### src/rtl/crc_pkg.sv
package crc_pkg;
  localparam int unsigned CRC_W = 32;

  // word index = address[4:2]
  localparam logic [2:0] IDX_DATA    = 3'd0;
  localparam logic [2:0] IDX_SCRATCH = 3'd1;
  localparam logic [2:0] IDX_CTRL    = 3'd2;
  localparam logic [2:0] IDX_SEED    = 3'd4;
  localparam logic [2:0] IDX_POLY    = 3'd5;

  localparam int unsigned CTRL_RESTART = 0;
  localparam int unsigned CTRL_ORD_LO  = 5;
  localparam int unsigned CTRL_MIRROR  = 7;
  localparam logic [CRC_W-1:0] CTRL_KEEP = 32'h0000_00F8;

  localparam logic [1:0] RESP_OKAY = 2'b00;

  function automatic logic [CRC_W-1:0] crc_fold(input logic [CRC_W-1:0] c,
                                                input logic [CRC_W-1:0] d,
                                                input logic [CRC_W-1:0] poly);
    logic [CRC_W-1:0] r;
    logic fb;
    r = c;
    for (int i = CRC_W - 1; i >= 0; i--) begin
      fb = r[CRC_W-1] ^ d[i];
      r  = {r[CRC_W-2:0], 1'b0} ^ (fb ? poly : '0);
    end
    return r;
  endfunction

  function automatic logic [CRC_W-1:0] mirror_all(input logic [CRC_W-1:0] d);
    logic [CRC_W-1:0] r;
    for (int i = 0; i < CRC_W; i++) r[i] = d[CRC_W-1-i];
    return r;
  endfunction
endpackage

### src/rtl/crc_axil_slave.sv
module crc_axil_slave #(
  parameter int unsigned ADDR_W = 5,
  parameter int unsigned DATA_W = 32,
  localparam int unsigned STRB_W = DATA_W / 8
) (
  input  logic              clk_i,
  input  logic              rst_ni,
  input  logic [ADDR_W-1:0] awaddr_i,
  input  logic              awvalid_i,
  output logic              awready_o,
  input  logic [DATA_W-1:0] wdata_i,
  input  logic [STRB_W-1:0] wstrb_i,
  input  logic              wvalid_i,
  output logic              wready_o,
  output logic [1:0]        bresp_o,
  output logic              bvalid_o,
  input  logic              bready_i,
  input  logic [ADDR_W-1:0] araddr_i,
  input  logic              arvalid_i,
  output logic              arready_o,
  output logic [DATA_W-1:0] rdata_o,
  output logic [1:0]        rresp_o,
  output logic              rvalid_o,
  input  logic              rready_i,
  output logic              wr_fire_o,
  output logic [ADDR_W-1:0] wr_addr_o,
  output logic [DATA_W-1:0] wr_data_o,
  output logic [STRB_W-1:0] wr_strb_o,
  output logic [ADDR_W-1:0] rd_addr_o,
  input  logic [DATA_W-1:0] rd_data_i
);
  import crc_pkg::*;

  logic bvalid_q, rvalid_q, rd_fire;
  logic [DATA_W-1:0] rdata_q;

  // address and data taken together, only when no response is pending
  assign wr_fire_o = awvalid_i & wvalid_i & ~bvalid_q;
  assign awready_o = wr_fire_o;
  assign wready_o  = wr_fire_o;
  assign wr_addr_o = awaddr_i;
  assign wr_data_o = wdata_i;
  assign wr_strb_o = wstrb_i;

  assign arready_o = ~rvalid_q;
  assign rd_fire   = arvalid_i & ~rvalid_q;
  assign rd_addr_o = araddr_i;

  always_ff @(posedge clk_i or negedge rst_ni) begin
    if (!rst_ni) begin
      bvalid_q <= 1'b0;
      rvalid_q <= 1'b0;
      rdata_q  <= '0;
    end else begin
      if (wr_fire_o)     bvalid_q <= 1'b1;
      else if (bready_i) bvalid_q <= 1'b0;
      if (rd_fire) begin
        rvalid_q <= 1'b1;
        rdata_q  <= rd_data_i;
      end else if (rready_i) begin
        rvalid_q <= 1'b0;
      end
    end
  end

  assign bvalid_o = bvalid_q;
  assign bresp_o  = RESP_OKAY;
  assign rvalid_o = rvalid_q;
  assign rdata_o  = rdata_q;
  assign rresp_o  = RESP_OKAY;

  AST_BRESP_HOLD: assert property (@(posedge clk_i) disable iff (!rst_ni)
    bvalid_o && !bready_i |=> bvalid_o);
  AST_RDATA_HOLD: assert property (@(posedge clk_i) disable iff (!rst_ni)
    rvalid_o && !rready_i |=> rvalid_o && $stable(rdata_o));
endmodule

### src/rtl/crc_regfile.sv
module crc_regfile #(
  parameter int unsigned ADDR_W   = 5,
  parameter int unsigned DATA_W   = 32,
  parameter logic [DATA_W-1:0] POLY     = 32'h04C1_1DB7,
  parameter logic [DATA_W-1:0] SEED_RST = 32'hFFFF_FFFF,
  localparam int unsigned STRB_W = DATA_W / 8
) (
  input  logic              clk_i,
  input  logic              rst_ni,
  input  logic              wr_fire_i,
  input  logic [ADDR_W-1:0] wr_addr_i,
  input  logic [DATA_W-1:0] wr_data_i,
  input  logic [STRB_W-1:0] wr_strb_i,
  input  logic [ADDR_W-1:0] rd_addr_i,
  output logic [DATA_W-1:0] rd_data_o,
  input  logic [DATA_W-1:0] crc_i,
  output logic              step_o,
  output logic [DATA_W-1:0] step_word_o,
  output logic              reload_o,
  output logic [DATA_W-1:0] seed_o,
  output logic [1:0]        order_o
);
  import crc_pkg::*;

  logic [DATA_W-1:0] scratch_q, ctrl_q, seed_q, lane_mask;
  logic [2:0] wr_idx, rd_idx;
  logic [1:0] unused_addr;

  assign wr_idx      = wr_addr_i[4:2];
  assign rd_idx      = rd_addr_i[4:2];
  assign unused_addr = wr_addr_i[1:0] ^ rd_addr_i[1:0];

  for (genvar b = 0; b < STRB_W; b++) begin : g_lane
    assign lane_mask[b*8 +: 8] = {8{wr_strb_i[b]}};
  end

  function automatic logic [DATA_W-1:0] merge(input logic [DATA_W-1:0] old_v);
    return (old_v & ~lane_mask) | (wr_data_i & lane_mask);
  endfunction

  always_ff @(posedge clk_i or negedge rst_ni) begin
    if (!rst_ni) begin
      scratch_q <= '0;
      ctrl_q    <= '0;
      seed_q    <= SEED_RST;
    end else if (wr_fire_i) begin
      case (wr_idx)
        IDX_SCRATCH: scratch_q <= merge(scratch_q);
        IDX_CTRL:    ctrl_q    <= merge(ctrl_q) & CTRL_KEEP;
        IDX_SEED:    seed_q    <= merge(seed_q);
        default: ;
      endcase
    end
  end

  assign step_o      = wr_fire_i && (wr_idx == IDX_DATA);
  assign step_word_o = wr_data_i;
  assign reload_o    = wr_fire_i && (wr_idx == IDX_CTRL) && wr_strb_i[0] && wr_data_i[CTRL_RESTART];
  assign seed_o      = seed_q;
  assign order_o     = ctrl_q[CTRL_ORD_LO +: 2];

  always_comb begin
    case (rd_idx)
      IDX_DATA:    rd_data_o = ctrl_q[CTRL_MIRROR] ? mirror_all(crc_i) : crc_i;
      IDX_SCRATCH: rd_data_o = scratch_q;
      IDX_CTRL:    rd_data_o = ctrl_q;
      IDX_SEED:    rd_data_o = seed_q;
      IDX_POLY:    rd_data_o = POLY;
      default:     rd_data_o = '0;
    endcase
  end

  AST_SEED_HOLD: assert property (@(posedge clk_i) disable iff (!rst_ni)
    !(wr_fire_i && wr_idx == IDX_SEED) |=> $stable(seed_o));
endmodule

### src/rtl/crc_engine.sv
module crc_engine #(
  parameter int unsigned DATA_W = 32,
  parameter logic [DATA_W-1:0] POLY     = 32'h04C1_1DB7,
  parameter logic [DATA_W-1:0] SEED_RST = 32'hFFFF_FFFF
) (
  input  logic              clk_i,
  input  logic              rst_ni,
  input  logic              step_i,
  input  logic [DATA_W-1:0] word_i,
  input  logic [1:0]        order_i,
  input  logic              reload_i,
  input  logic [DATA_W-1:0] seed_i,
  output logic [DATA_W-1:0] crc_o
);
  import crc_pkg::*;

  localparam int unsigned G_BYTE = 8;
  localparam int unsigned G_HALF = DATA_W / 2;

  logic [DATA_W-1:0] acc_q, ordered;
  logic [DATA_W-1:0] mir [4];

  // mir[k]: bits mirrored inside groups of 8, 16, DATA_W (k=1..3)
  assign mir[0] = word_i;
  for (genvar k = 1; k < 4; k++) begin : g_mir
    localparam int unsigned G = (k == 1) ? G_BYTE : (k == 2) ? G_HALF : DATA_W;
    for (genvar i = 0; i < DATA_W; i++) begin : g_bit
      assign mir[k][i] = word_i[(i / G) * G + (G - 1) - (i % G)];
    end
  end

  assign ordered = mir[order_i];

  always_ff @(posedge clk_i or negedge rst_ni) begin
    if (!rst_ni)       acc_q <= SEED_RST;
    else if (reload_i) acc_q <= seed_i;
    else if (step_i)   acc_q <= crc_fold(acc_q, ordered, POLY);
  end

  assign crc_o = acc_q;

  AST_ACC_IDLE: assert property (@(posedge clk_i) disable iff (!rst_ni)
    !step_i && !reload_i |=> $stable(crc_o));
  AST_ONE_CAUSE: assert property (@(posedge clk_i) disable iff (!rst_ni)
    $onehot0({step_i, reload_i}));
endmodule

### src/rtl/crc_calc_axil.sv
module crc_calc_axil #(
  parameter int unsigned ADDR_W = 5,
  parameter int unsigned DATA_W = 32,
  parameter logic [DATA_W-1:0] POLY     = 32'h04C1_1DB7,
  parameter logic [DATA_W-1:0] SEED_RST = 32'hFFFF_FFFF,
  localparam int unsigned STRB_W = DATA_W / 8
) (
  input  logic              clk_i,
  input  logic              rst_ni,
  input  logic [ADDR_W-1:0] s_awaddr_i,
  input  logic              s_awvalid_i,
  output logic              s_awready_o,
  input  logic [DATA_W-1:0] s_wdata_i,
  input  logic [STRB_W-1:0] s_wstrb_i,
  input  logic              s_wvalid_i,
  output logic              s_wready_o,
  output logic [1:0]        s_bresp_o,
  output logic              s_bvalid_o,
  input  logic              s_bready_i,
  input  logic [ADDR_W-1:0] s_araddr_i,
  input  logic              s_arvalid_i,
  output logic              s_arready_o,
  output logic [DATA_W-1:0] s_rdata_o,
  output logic [1:0]        s_rresp_o,
  output logic              s_rvalid_o,
  input  logic              s_rready_i
);
  logic              wr_fire, step, reload;
  logic [ADDR_W-1:0] wr_addr, rd_addr;
  logic [DATA_W-1:0] wr_data, rd_data, crc, step_word, seed;
  logic [STRB_W-1:0] wr_strb;
  logic [1:0]        order;

  crc_axil_slave #(.ADDR_W(ADDR_W), .DATA_W(DATA_W)) u_bus (
    .clk_i, .rst_ni,
    .awaddr_i(s_awaddr_i), .awvalid_i(s_awvalid_i), .awready_o(s_awready_o),
    .wdata_i(s_wdata_i), .wstrb_i(s_wstrb_i), .wvalid_i(s_wvalid_i), .wready_o(s_wready_o),
    .bresp_o(s_bresp_o), .bvalid_o(s_bvalid_o), .bready_i(s_bready_i),
    .araddr_i(s_araddr_i), .arvalid_i(s_arvalid_i), .arready_o(s_arready_o),
    .rdata_o(s_rdata_o), .rresp_o(s_rresp_o), .rvalid_o(s_rvalid_o), .rready_i(s_rready_i),
    .wr_fire_o(wr_fire), .wr_addr_o(wr_addr), .wr_data_o(wr_data), .wr_strb_o(wr_strb),
    .rd_addr_o(rd_addr), .rd_data_i(rd_data)
  );

  crc_regfile #(.ADDR_W(ADDR_W), .DATA_W(DATA_W), .POLY(POLY), .SEED_RST(SEED_RST)) u_regs (
    .clk_i, .rst_ni,
    .wr_fire_i(wr_fire), .wr_addr_i(wr_addr), .wr_data_i(wr_data), .wr_strb_i(wr_strb),
    .rd_addr_i(rd_addr), .rd_data_o(rd_data), .crc_i(crc),
    .step_o(step), .step_word_o(step_word), .reload_o(reload), .seed_o(seed), .order_o(order)
  );

  crc_engine #(.DATA_W(DATA_W), .POLY(POLY), .SEED_RST(SEED_RST)) u_core (
    .clk_i, .rst_ni,
    .step_i(step), .word_i(step_word), .order_i(order),
    .reload_i(reload), .seed_i(seed), .crc_o(crc)
  );
endmodule

### config.mk
export PLATFORM = sky130hd
export DESIGN_NAME = crc_calc_axil
export DESIGN_NICKNAME = d
export VERILOG_FILES = /design/src/rtl/crc_pkg.sv /design/src/rtl/crc_axil_slave.sv /design/src/rtl/crc_regfile.sv /design/src/rtl/crc_engine.sv /design/src/rtl/crc_calc_axil.sv
export SDC_FILE = /design/constraint.sdc
export NUM_CORES = 1
export LEC_CHECK = 0
export BUFFER_PORTS_ARGS = -buffer_cell sky130_fd_sc_hd__buf_2
export CAP_MARGIN = 20
export CORE_UTILIZATION = 30
export DETAILED_ROUTE_END_ITERATION = 10
export GPL_TIMING_DRIVEN = 0
export PLACE_DENSITY = 0.57
export SYNTH_ARGS = -nofsm -noshare
export SYNTH_HDL_FRONTEND = slang
export SYNTH_HIERARCHICAL = 1
export SYNTH_SLANG_ARGS = --single-unit
### constraint.sdc
create_clock -name clk_i -period 7.65 [get_ports clk_i]
set_input_delay 1.53 -clock clk_i [delete_from_list [all_inputs] [get_ports clk_i]]
set_output_delay 1.53 -clock clk_i [all_outputs]
set_load 0.02 [all_outputs]
## Word level (Yosys, flattened, before mapping)

Index checks and enable logic that the tools add are counted.

- Mux-type cells: 43
- Bitwise operators: 78
- Eq/ne operators: 7
- Reductions and logical operators: 12
- Magnitude comparators: 1

Operator list:

| operator | number |
|---|---|
| 32-bit XOR | 32 |
| 27-bit two-way mux | 32 |
| 32-bit two-way mux | 5 |
| 32-bit case mux with 5 select lines | 1 |
| 32-bit bitwise AND | 3 |
| 32-bit binary-select mux with 2-bit select | 1 |
| 32-bit OR | 2 |
| 32-bit inverter | 1 |
| 1-bit XOR | 32 |
| 3-bit equality test (second input constant) | 3 |
| 8-bit bitwise AND | 1 |
| 8-bit OR | 1 |
| 3-bit by 1-bit equality test with 1-bit output (second input constant) | 2 |
| 3-bit by 2-bit equality test with 1-bit output (second input constant) | 2 |
| 3-bit zero test | 2 |
| 2-bit AND reduction | 3 |
| 2-bit nonzero test | 3 |
| 1-bit logical AND | 4 |
| 1-bit two-way mux | 4 |
| 1-bit bitwise AND | 3 |
| 3-bit greater-or-equal comparator (second input constant) | 1 |
| 2-bit inverter with 3-bit output | 1 |
| 1-bit inverter | 2 |

- Output and inout bits: 41
- Logic and storage cells: 148
- Flip-flop bits (word level): 135
- Input bits: 53

## Logic depth before layout (Yosys ltp)

- Word-level depth: 102
- Gate-level depth with buffers: 16
- Gate-level depth less buffers: 11

## By module

The synthesis kept the hierarchy.

By module, submodules not included:

| module | area each (µm²) | cells an instance | instances |
|---|---|---|---|
| crc_engine | 5621.6 | 464 | 1 |
| crc_regfile | 3920.0 | 336 | 1 |
| crc_axil_slave | 1794.2 | 129 | 1 |

## Worst setup path after synthesis

OpenSTA, ideal clock, no wires.

- Path type: input to register
- Start: input port s_wdata_i[2]
- End: register u_core.acc_q[12] (netlist: u_core/crc_o[12])
- Path buffers: 2
- Slack: 1.981 ns
- Data arrival time: 5.582 ns
- Library setup time: 0.087 ns
- Stages on the path: 13
- Required time: 7.563 ns
- Path through: buf_4 -> buf_4 -> mux4_2 -> xnor2_4 -> xnor2_1 -> xnor3_2 -> xnor2_2 -> xnor3_2 -> xnor3_2 -> xor3_2 -> xnor3_1 -> mux2i_1 -> o21ai_1

- Cells in the longest elaborated chain, start to end: 45

Ends and longest elaborated chain:

| what | line | source |
|---|---|---|
| from (decl) | crc_calc_axil.sv:13 | `input logic [DATA_W-1:0] s_wdata_i,` |
| 32-bit binary-select mux with 2-bit select (*) | crc_engine.sv:32 | `assign ordered = mir[order_i];` |
| 32-bit two-way mux (not written as such) (*) (2 in a row) | crc_engine.sv:32 |  |
| 1-bit XOR | crc_pkg.sv:25 | `fb = r[CRC_W-1] ^ d[i];` |
| 27-bit two-way mux | crc_pkg.sv:26 | `r = {r[CRC_W-2:0], 1'b0} ^ (fb ? poly : '0);` |
| 32-bit XOR (6 in a row) | crc_pkg.sv:26 |  |
| 1-bit XOR or 32-bit XOR (tied branches) | crc_pkg.sv:25, crc_pkg.sv:26 |  |
| 27-bit two-way mux or 32-bit XOR (tied branches) | crc_pkg.sv:26 |  |
| 32-bit XOR | crc_pkg.sv:26 |  |
| [... 21 more ...] | - |  |
| 1-bit XOR or 32-bit XOR (tied branches) | crc_pkg.sv:25, crc_pkg.sv:26 |  |
| 27-bit two-way mux or 32-bit XOR (tied branches) | crc_pkg.sv:26 |  |
| 32-bit XOR | crc_pkg.sv:26 |  |
| 32-bit XOR or 1-bit XOR (tied branches) | crc_pkg.sv:26, crc_pkg.sv:25 |  |
| 32-bit XOR (tied with other cells) | crc_pkg.sv:26 |  |
| 32-bit XOR (*) (3 in a row) | crc_pkg.sv:26 |  |
| 32-bit two-way mux (*) | crc_engine.sv:37 | `else if (step_i) acc_q <= crc_fold(acc_q, ordered, POLY);` |
| 32-bit two-way mux (*) | crc_engine.sv:36 | `else if (reload_i) acc_q <= seed_i;` |
| to (signal assigned) | crc_engine.sv:36 |  |
| to (signal assigned) | crc_engine.sv:37 |  |
| to (decl) | crc_engine.sv:20 | `logic [DATA_W-1:0] acc_q, ordered;` |

Mark *: on every way between the ends. The rest lies on a longest branch, timed or not. The select of a mux whose other input is x is not followed.
A chain may end at the register's enable or synchronous reset.

## Worst setup path after layout

Ends and elaborated chain as after synthesis.

==> qor.tcl <==
set qor(numCtsBuffers) 17
set qor(drt_pass1_iterations) 5
set qor(number_of_global_route_vias_before_repair) 7630
set qor(normalized_max_slew_margin_pct) 39.9
set qor(post-cts-setup-buffer-count) 0
set qor(worst-endpoint-required_ps) 7980
set qor(io_pins) 94
set qor(antenna-diode-count) 0
set qor(max_cap_viol_count) 0
set qor(seqCellArea_sq_um) 3460
set qor(crit_path_start) {s_wdata_i[2]}
set qor(worst_setup_path_end_kind) {flop}
set qor(post_dp_cell_area_sq_um) 12200
set qor(grt_use_total_pct) 18.1
set qor(grt_max_degree) 94
set qor(initial_utilization_pct) 30.7
set qor(gp_congestion) 0.921
set qor(timing.setup.tns_ps) 0
set qor(remaining_drc_errors) 0
set qor(n_fill_cell) 3666
set qor(avgRoutedWirePerCell_um) 22.6
set qor(unrepaired_setup_endpoints_after_global_routing) {no}
set qor(final-max-slew-violation-count) 0
set qor(fp.dieArea_sq_um) 38500
set qor(crit_fanout) 9
set qor(finalWorstPathRequiredPeriod_ps) 5990
set qor(dr.first_iter.drc_count) 593
set qor(detailed_place_hpwl_um) 26900
set qor(clock_tree.htree_level_count) 4
set qor(cts_tree) {built}
set qor(hold_path.startpoint) {u_bus/bvalid_o$_DFFE_PN0P_}
set qor(post_route_cells_drive_above_1_share_pct) 45.0
set qor(finish.instance_area_sq_um) 12900
set qor(max_freq_ghz) 0.167
set qor(detailroute.via_count) 7383
set qor(finish.net_count) 1044
set qor(die_x_um) 196
set qor(total_area_of_multi_input_combinational_cells_sq_um) 6950
set qor(root_buffer) {sky130_fd_sc_hd__clkbuf_16}
set qor(syn-instance-count) 925
set qor(ant_nets) 0
set qor(port_buffers) 43
set qor(mean_post_synth_cell_area_sq_um) 12.2
set qor(synth-warning-count) 6
set qor(design.core.area_sq_um) 36900
set qor(fin_crit_sh_pct) 78.3
set qor(cp.arrival_ps) 6320
set qor(hold_violations) 0
set qor(finClkSkew_ps) 9.21
set qor(wirelength_um) 34000
set qor(cts.repair.resized) 0
set qor(area_delta_synth_final_pct) 13.8
set qor(grt-ovfl-total) 0
set qor(run_status) {finished, final reports clean}
set qor(syn-cell-area_sq_um) 11300
set qor(worstMarginPinSlew_ps) 901
set qor(worst_hold_path_type) {flop to flop}
set qor(routed_vias_inst) 4.90
set qor(setup.worst_path.class) {primary input to flop}
set qor(numClockSinks) 135
set qor(core.rowCount) 70
set qor(die_y_um) 196
set qor(cp_launch_type) {primary input}
set qor(grt_pass1_wl_um) 50700
set qor(cts-root-to-sink-buffers) 2
set qor(grt_antenna_before_repair) 1
set qor(clock_insertion_delay_worst_skew_ps) 430
set qor(setup_viol) 0
set qor(cts.reportedPaths.clkPinSlew_ps) 60
set qor(cts_hold_buffers) 0
worst paths after layout:
path / to / slack (ps) / depth (start not counted)
max: u_core/crc_o[12]$_DFFE_PN1P_ / 1660 / 13
min: u_bus/bvalid_o$_DFFE_PN0P_ / 500 / 1
max reg2reg: u_core/crc_o[12]$_DFFE_PN1P_ / 2360 / 13
min reg2reg: u_bus/bvalid_o$_DFFE_PN0P_ / 500 / 1
max in group asynchronous: u_core/crc_o[2]$_DFFE_PN1P_ / 5770 / 2
min in group asynchronous: u_bus/rdata_o[21]$_DFFE_PN0P_ / 1010 / 1
worst max-delay path: stages:
cell and delay [ps]:
sky130_fd_sc_hd__buf_4 130, sky130_fd_sc_hd__buf_4 150, sky130_fd_sc_hd__mux4_2 540, sky130_fd_sc_hd__xnor2_4 420
sky130_fd_sc_hd__xnor2_1 300, sky130_fd_sc_hd__xnor3_2 500, sky130_fd_sc_hd__xnor2_2 360, sky130_fd_sc_hd__xnor3_2 610
sky130_fd_sc_hd__xnor3_2 530, sky130_fd_sc_hd__xor3_2 510, sky130_fd_sc_hd__xnor3_1 450, sky130_fd_sc_hd__mux2i_1 180
sky130_fd_sc_hd__o21ai_1 80
cell type report:
cell class / instances / area share [%]
Buffer: 127 / 6.90
Clock buffer: 22 / 3.76
Clock inverter: 10 / 1.48
Inverter: 6 / 0.175
Multi-Input combinational cell: 660 / 54.0
Sequential cell: 135 / 26.9
Tap cell: 504 / 4.90
Timing Repair Buffer: 44 / 1.93
layout by cell type, fill, tap and decap left out, drive strengths merged, types with 11 or more instances in the layout:
cell	instances
nand2	50
dfstp	64
mux2	120
o22ai	11
a211oi	15
nor2b	12
a21oi	38
clkbuf	35
mux2i	34
xor2	47
dfrtp	71
xnor2	173
buf	158
a22oi	15
xnor3	36
o21ai	24
mux4	33
routing by layer:
layer	global-route usage, %	vias up	routed length [um]
li1	-	3310	-
met1	24.0	3754	14800
met2	29.6	267	16500
met5	0	-	10
met3	3.27	50	1980
met4	6.25	2	791
stage by stage:
step           util [%]  instances  setup slack [ps]  hold WS [ps]
2_1_floorplan         -        928              1980           451
3_3_place_gp       33.0       1475              1230           473
6_report           34.9       1508              1660           495
4_1_cts            34.9       1508              1660           497
5_1_grt            34.9       1508              1520           513
3_5_place_dp       33.1       1476              1220           483
Power is not shown: default switching activity piles up to over one toggle a cycle in this logic, so the estimate is an artifact.
